<file path="config.mk">
export PLATFORM = sky130hd
export DESIGN_NAME = oneshot_gate_top
export DESIGN_NICKNAME = d
export VERILOG_FILES = /design/src/rtl/oneshot_gate_pkg.sv /design/src/rtl/oneshot_divider.sv /design/src/rtl/oneshot_lane.sv /design/src/rtl/oneshot_gate_top.sv
export SDC_FILE = /design/constraint.sdc
export NUM_CORES = 1
export LEC_CHECK = 0
export ABC_AREA = 0
export BUFFER_PORTS_ARGS = -buffer_cell sky130_fd_sc_hd__buf_2
export CORE_MARGIN = 2
export CORE_UTILIZATION = 43
export CTS_CLUSTER_DIAMETER = 30
export CTS_CLUSTER_SIZE = 10
export DETAILED_ROUTE_END_ITERATION = 10
export PLACE_DENSITY = 0.72
export SYNTH_ARGS = -nofsm -noshare
export SYNTH_HDL_FRONTEND = slang
export SYNTH_SLANG_ARGS = --single-unit
export TNS_END_PERCENT = 10
</file>
<file path="constraint.sdc">
create_clock -name clk -period 1 [get_ports clk]
set_clock_uncertainty 0.2 [all_clocks]
set_input_delay 0.1 -clock clk [delete_from_list [all_inputs] [get_ports clk]]
set_output_delay 0.1 -clock clk [all_outputs]
set_load 0.05 [all_outputs]
</file>
<file path="src/rtl/oneshot_gate_pkg.sv">
package oneshot_gate_pkg;

    typedef enum logic {
        GATE_PASS  = 1'b0,
        GATE_PULSE = 1'b1
    } gate_mode_e;

    typedef struct packed {
        logic sample;
        logic prev;
        logic gated;
    } lane_state_t;

endpackage

</file>
<file path="src/rtl/oneshot_divider.sv">
module oneshot_divider #(
    parameter int DIV_LOG2 = 3
) (
    input  logic clk,
    input  logic rst,
    output logic slow_clk
);
    typedef struct packed {
        logic [DIV_LOG2-1:0] count;
    } div_state_t;

    div_state_t state_d, state_q;

    always_comb begin
        state_d = state_q;
        state_d.count = state_q.count + 1'b1;
        if (rst) begin
            state_d.count = '0;
        end
    end

    always_ff @(posedge clk) begin
        state_q <= state_d;
    end

    assign slow_clk = state_q.count[DIV_LOG2-1];
endmodule

</file>
<file path="src/rtl/oneshot_lane.sv">
module oneshot_lane
    import oneshot_gate_pkg::*;
(
    input  logic       clk,
    input  logic       rst,
    input  gate_mode_e mode_q,
    input  logic       en_raw,
    output logic       en_gated
);
    lane_state_t state_d, state_q;

    always_comb begin
        state_d        = state_q;
        state_d.sample = en_raw;
        state_d.prev   = state_q.sample;
        if (mode_q == GATE_PULSE) begin
            state_d.gated = state_q.sample & ~state_q.prev;
        end else begin
            state_d.gated = state_q.sample;
        end
        if (rst) begin
            state_d = '0;
        end
    end

    always_ff @(posedge clk) begin
        state_q <= state_d;
    end

    assign en_gated = state_q.gated;
endmodule

</file>
<file path="src/rtl/oneshot_gate_top.sv">
module oneshot_gate_top
    import oneshot_gate_pkg::*;
#(
    parameter int NUM_CH   = 5,
    parameter int DIV_LOG2 = 3
) (
    input  logic              clk,
    input  logic              rst,
    input  logic              mode_oneshot,
    input  logic [NUM_CH-1:0] en_in,
    output logic [NUM_CH-1:0] en_out,
    output logic              slow_clk
);
    typedef struct packed {
        gate_mode_e mode;
    } ctrl_state_t;

    ctrl_state_t ctrl_d, ctrl_q;

    always_comb begin
        ctrl_d      = ctrl_q;
        ctrl_d.mode = mode_oneshot ? GATE_PULSE : GATE_PASS;
        if (rst) begin
            ctrl_d.mode = GATE_PASS;
        end
    end

    always_ff @(posedge clk) begin
        ctrl_q <= ctrl_d;
    end

    for (genvar gi = 0; gi < NUM_CH; gi++) begin : g_lane
        oneshot_lane u_lane (
            .clk      (clk),
            .rst      (rst),
            .mode_q   (ctrl_q.mode),
            .en_raw   (en_in[gi]),
            .en_gated (en_out[gi])
        );
    end

    oneshot_divider #(
        .DIV_LOG2 (DIV_LOG2)
    ) u_div (
        .clk      (clk),
        .rst      (rst),
        .slow_clk (slow_clk)
    );
endmodule

</file>
==> results of run 1 <==
-- per-layer routing --
metal / GRT usage (%) / vias up
met5: 0 / -
met4: 7.26 / 0
met3: 3.26 / 0
met2: 21.1 / 10
li1: - / 176
met1: 11.6 / 151
-- sequential cells by signal (all words and copies together), names as in the netlist --
register	count
g_lane.u_lane.en_gated	5
u_div.state_q	3
ctrl_q	1
g_lane.u_lane.state_q	10
-- logic make-up after synthesis --
kind of cell,count (synthesis)
adders and majority gates,1
AOI/OAI and AO/OA,5
DFF,19
buffers and inverters,6
xor gates and xnor gates,1
and+or+nand+nor,14
-- power by group through the flow --
stage               clock, uW  combinational, uW  sequential [uW]
detailed placement          0                110              826
finish                    366                164              819
floorplan                   0               85.5              832
global route              417                176              824
CTS                       374                149              817
global placement            0                108              825
-- cells in the mapped netlist --
| library cell | n |
|---|---|
| nor2b_4 | 1 |
| a21boi_2 | 1 |
| a21boi_0 | 4 |
| dfxtp_1 | 19 |
| nor2b_1 | 7 |
| and2b_2 | 4 |
| xnor2_1 | 1 |
| buf_6 | 1 |
| ha_1 | 1 |
| buf_4 | 5 |
| nor2_1 | 2 |
-- timing repair --
| action | in CTS | in global routing |
|---|---|---|
| buffers inserted | 1 | 0 |
| gates cloned | 0 | 0 |
| hold endpoints to repair | 9 | 5 |
| pin swaps | 1 | 0 |
| gates resized for setup | 21 | 6 |
| endpoints found under the setup margin | 8 | 8 |
-- area by class of cell --
cell class / count / area [sq um] / share of cell area [%]
multi-input cells: 21 / 183 / 22.3
well taps: 15 / 18.8 / 2.29
repair buffers: 21 / 200 / 24.5
clock inverters: 1 / 5.00 / 0.612
clock buffers: 3 / 22.5 / 2.75
flip-flops and latches: 19 / 389 / 47.6
-- through the flow --
| step | setup slack, ns | TNS, ns | util (%) |
|---|---|---|---|
| after global routing | -0.130 | -0.648 | 62.9 |
| after global placement | 0.0120 | 0 | 48.8 |
| after floorplan | 0.0150 | 0 | - |
| after CTS | -0.0850 | -0.446 | 60.9 |
| after detailed placement | -0.0145 | -0.0205 | 48.8 |
| final | -0.0912 | -0.401 | 62.9 |
-- final timing paths --
path | depth (start not counted) | end | start
max | 1 | slow_clk | u_div.state_q[2]$_SDFF_PP0_
min | 2 | g_lane[0].u_lane.state_q[2]$_SDFF_PP0_ | rst
max reg2reg | 3 | u_div.state_q[2]$_SDFF_PP0_ | u_div.state_q[0]$_SDFF_PP0_
min reg2reg | 1 | g_lane[1].u_lane.en_gated$_SDFF_PP0_ | g_lane[1].u_lane.state_q[1]$_SDFF_PP0_
-- placed cells by master (no fill, tap or decap), drive strengths merged --
cell type    Yosys  routed
clkbuf           0       3
ha               1       1
and2b            4       4
a21boi           5       5
dfxtp           19      19
nor2             2       2
clkinv           0       1
buf              6      15
dlygate4sd3      0       6
nor2b            8       8
xnor2            1       1
==> qor.yml, run 1 <==
setup_path:
  worstSetupEndpointType: "output port"
  cp_data_arrival_time_ns: 0.79
  worstPathRequired_ns: 0.70
  worstSetupPathType: "reg2out"
  worstPathMaxFanout: 2
  slowest_delay_ns: 0.36
  crit_chain: "buf_8"
  crit_buf_inv: 1
  reg2reg_slack_ns: 0.01
  crit_slowest_cell: "dfxtp_2"
  crit_family: "flip-flops"
  start_kind: "register"
placement:
  port_buffers: 13
  gp_congestion: 0.658
  placed_area_sq_um: 636
  dp.cells: 69
  dp_hpwl_microns: 449
detailed_routing:
  viasPerCell: 4.21
  wl_met2_microns: 460
  met1_length_microns: 294
  drtIter0Drc: 3
  met3_length_microns: 28
  top_layer: "met3"
  vias: 337
  drc: 0
  drt-total-wl_microns: 784
  drtPass1Iterations: 2
  ant_nets: 0
  post_drt_wl_per_cell_microns: 9.80
outcome:
  status: "complete, but fails checks"
  violations: "hold timing, setup timing"
synthesis:
  syn-cell-area_sq_um: 592
  synth_top_area_share_pct: 64.3
  ys_types: 11
  synth_compound_gate_area_share_pct: 6.98
  postSynthCellCount: 46
  synth_warnings: 0
  synthAdderAreaFrac_pct: 2.11
  seq_area_frac_synth_pct: 64.3
  synth.mux.area_fraction_pct: 0
  syn_area_per_cell_sq_um: 12.9
  ys_ff_latch: 19
  synth_top_family_by_area: "simple AND/OR/NAND/NOR gates"
  synth.largest_area_cell: "dfxtp_1"
  synth_xor_area_share_pct: 1.48
  synthSimpleGateAreaFrac_pct: 16.9
  syn_nets: 55
  netlist_top_cells_area: "dfxtp_1 64%, nor2b_1 7.4%, buf_4 6.3%"
sta:
  worst_pin_slew_ns: 0.153
  setup_viol: 6
  holdWs_ns: -0.136
  fmax_ghz: 0.916
  max_slew_margin_pct: 89.8
  fin_crit_sh_pct: 109
  drv_slew: 0
  finalCriticalPeriod_ns: 1.09
  setup_ws_ns: -0.0912
  rsz0062_at_grt: "true"
  hold_viol: 5
job:
  maxCapViolCount: 0
layout:
  final_cell_area_sq_um: 818
  instances_no_fill: 80
  syn_to_final_growth_pct: 38.3
  num_antenna_cells: 0
  nNetsFinal: 75
  final_layout_size_suffix_gt1_share_pct: 52.3
  fill_cells: 107
floorplanning:
  die_y_microns: 41.1
  die-area_sq_mm: 0.00169
  fp.dieW_microns: 41.1
  ioPinCount: 14
  start_util_pct: 45.5
  rows: 13
  core_sq_mm: 0.00130
hold_path:
  hp-class: "in2reg"
cts:
  htree_num_levels: 1
  hold_buffers: 6
  clock_insertion_delay_worst_skew_ns: 0.28
  cts_tree: "done"
  clock_tree.root_cell: "clkbuf_4"
  cts.path.max_buffers: 2
  numCtsBuffers: 3
  cts.sinks: 19
  cts.clk_slew.worst_paths_ns: 0.10
global_route:
  grt_antenna_before_repair: 0
  grt_max_degree: 12
  grt.total_usage_pct: 11.7
  grt_overflow: 0
  first_global_vias: 274
  grt_pass1_wl_microns: 1150
pwr:
  p_seq_share_pct: 60.7
  p_leak_uw: 0.000352
  power.total_uw: 1350
  power_switching_uw: 310
  intPower_uw: 1040
  swShare_pct: 23.0
  clock_power_share_pct: 27.1
  ir_worst_vdd_uv: 839
  p_per_area_mw_per_mm2: 1650
  combinationalPowerShare_pct: 12.1
Note: power is estimated with default switching activity, not from simulation.
==> run 2: changes to the inputs <==
--- a/config.mk
+++ b/config.mk
@@ -7,7 +7,7 @@
 export LEC_CHECK = 0
 export ABC_AREA = 0
 export BUFFER_PORTS_ARGS = -buffer_cell sky130_fd_sc_hd__buf_2
-export CORE_MARGIN = 2
+export CORE_MARGIN = 10
 export CORE_UTILIZATION = 43
 export CTS_CLUSTER_DIAMETER = 30
 export CTS_CLUSTER_SIZE = 10
==> run 2 against run 1 <==
  * The run still ends with hold timing, setup timing left
  * Critical path depth unchanged
  * Critical path type unchanged
  * Sequential power about the same
  * Core utilization increased by 0.67 points
==> qor.yml, run 2 (synthesized netlist as in run 1, its figures left out) <==
outcome:
  status: "complete, but fails checks"
  violations: "hold timing, setup timing"
cts:
  cts_tree: "done"
  clock_insertion_delay_worst_skew_ns: 0.28  # about the same
  numCtsBuffers: 3  # unchanged
  htree_num_levels: 1  # unchanged
  cts.clk_slew.worst_paths_ns: 0.10  # about the same
  clock_tree.root_cell: "clkbuf_4"
  cts.sinks: 19  # unchanged
  cts.path.max_buffers: 2  # unchanged
detailed_routing:
  post_drt_wl_per_cell_microns: 10.2  # +4.4%
  viasPerCell: 4.09  # -3.0%
  ant_nets: 0  # unchanged
  drtPass1Iterations: 2  # unchanged
  drtIter0Drc: 2  # -1
  vias: 331  # -1.8%
  drt-total-wl_microns: 829  # +5.7%
  drc: 0  # unchanged
setup_path:
  slowest_delay_ns: 0.36  # about the same
  crit_family: "flip-flops"
  worstPathRequired_ns: 0.70  # about the same
  worstSetupEndpointType: "output port"
  cp_data_arrival_time_ns: 0.80  # about the same
  start_kind: "register"
  worstPathMaxFanout: 2  # unchanged
  worstSetupPathType: "reg2out"
  crit_chain: "buf_8"
  crit_slowest_cell: "dfxtp_2"
  crit_buf_inv: 1  # unchanged
global_route:
  grt_pass1_wl_microns: 1350  # +17%
  grt_antenna_before_repair: 0  # unchanged
  grt_max_degree: 11  # -1
  first_global_vias: 334  # +22%
  grt_overflow: 0  # unchanged
  grt.total_usage_pct: 5.32  # -6.4 points
pwr:
  p_per_area_mw_per_mm2: 1630  # -1.1%
  p_leak_uw: 0.000353  # +0.41%
  ir_worst_vdd_uv: 912  # +8.7%
placement:
  gp_congestion: 0.620  # -5.8%
  port_buffers: 13  # unchanged
  dp.cells: 69  # unchanged
  placed_area_sq_um: 636  # unchanged
sta:
  rsz0062_at_grt: "true"
  max_slew_margin_pct: 89.9  # +0.11 points
  worst_pin_slew_ns: 0.151  # -0.00284 ns
  hold_viol: 10  # +5
  setup_viol: 6  # unchanged
  fin_crit_sh_pct: 110  # +0.53 points
  fmax_ghz: 0.912  # -0.49%
  drv_slew: 0  # unchanged
  finalCriticalPeriod_ns: 1.10  # +0.00532 ns
  holdWs_ns: -0.0390  # +0.0971 ns
  setup_ws_ns: -0.0965  # -0.00532 ns
layout:
  syn_to_final_growth_pct: 39.7
  final_cell_mix: "12 x dfxtp_1, 7 x nor2b_1, 7 x dfxtp_2, 7 x dlygate4sd3_1, 7 x buf_2"
  final_layout_size_suffix_gt1_share_pct: 50.0  # -2.3 points
  instances_no_fill: 81  # +1.3%
  layout_commonest_cell: "dfxtp_1"
  nNetsFinal: 76  # +1.3%
  num_antenna_cells: 0  # unchanged
  final_cell_area_sq_um: 827  # +1.1%
  top_register: "g_lane.u_lane.state_q"
  largest_reg_flops: 10  # unchanged
hold_path:
  hp-class: "in2reg"
floorplanning:
  ioPinCount: 14  # unchanged
  fp.dieW_microns: 57.1  # +39%
  die-area_sq_mm: 0.00326  # +93%
  rows: 13  # unchanged
  core_sq_mm: 0.00130  # unchanged
  start_util_pct: 45.5  # unchanged
  die_y_microns: 57.1  # +39%
job:
  maxCapViolCount: 0  # unchanged
## run 2: changes by cell type in the layout (fill, tap and decap cells not counted)
cell / before / now
clkbuf_1: 0 / 1
clkinv_2: 1 / 0
dlygate4sd3_1: 6 / 7
## run 2: path summary, 6_finish.rpt
check                                                       startpoint                              endpoint  slack [ns]  depth (start not counted)
worst max-delay path                       u_div.state_q[2]$_SDFF_PP0_                              slow_clk        -0.1                          1
worst min-delay path                                               rst           u_div.state_q[2]$_SDFF_PP0_       -0.04                          3
worst max register to register             u_div.state_q[0]$_SDFF_PP0_           u_div.state_q[1]$_SDFF_PP0_        0.02                          2
worst min register to register  g_lane[3].u_lane.state_q[1]$_SDFF_PP0_  g_lane[3].u_lane.en_gated$_SDFF_PP0_        0.21                          1
## run 2: where the power goes
part | total (uW) | internal [uW] | switching [uW] | leakage, uW
clock network | 367 | 155 | 212 | 0.0000150
logic | 164 | 93.3 | 70.8 | 0.000179
registers | 818 | 798 | 19.7 | 0.000160
## run 2: cell type report
type | instances | area, sq um
clock buffers | 4 | 26.3
multi-input cells | 21 | 183
flip-flops and latches | 19 | 389
fillers | 105 | 474
well taps | 15 | 18.8
repair buffers | 22 | 210
## run 2: per-stage QoR
stage	worst slack [ns]	utilization, %	setup TNS [ns]	power (uW)
2_1_floorplan	0.0150	-	0	918
3_3_place_gp	0.0118	48.8	0	933
3_5_place_dp	-0.00900	48.8	-0.0156	937
5_1_grt	-0.132	63.6	-0.633	1410
4_1_cts	-0.0855	62.2	-0.459	1350
6_report	-0.0965	63.6	-0.415	1350
## run 2: repair_timing
| item | CTS | global route |
|---|---|---|
| pin swaps | 1 | 0 |
| gates resized for setup | 26 | 1 |
| setup buffers | 1 | 0 |
| endpoints found under the hold margin | 8 | 4 |
| hold buffers | 6 | 1 |
| setup endpoints to repair | 8 | 7 |
## run 2: layer usage
metal | share of wire (%) | up-vias | track usage (%)
met5 | 0 | - | 0
met4 | 2.7 | 0 | 7.05
met3 | 7.2 | 2 | 2.43
met2 | 51 | 9 | 7.91
met1 | 39 | 142 | 4.65
li1 | - | 178 | -
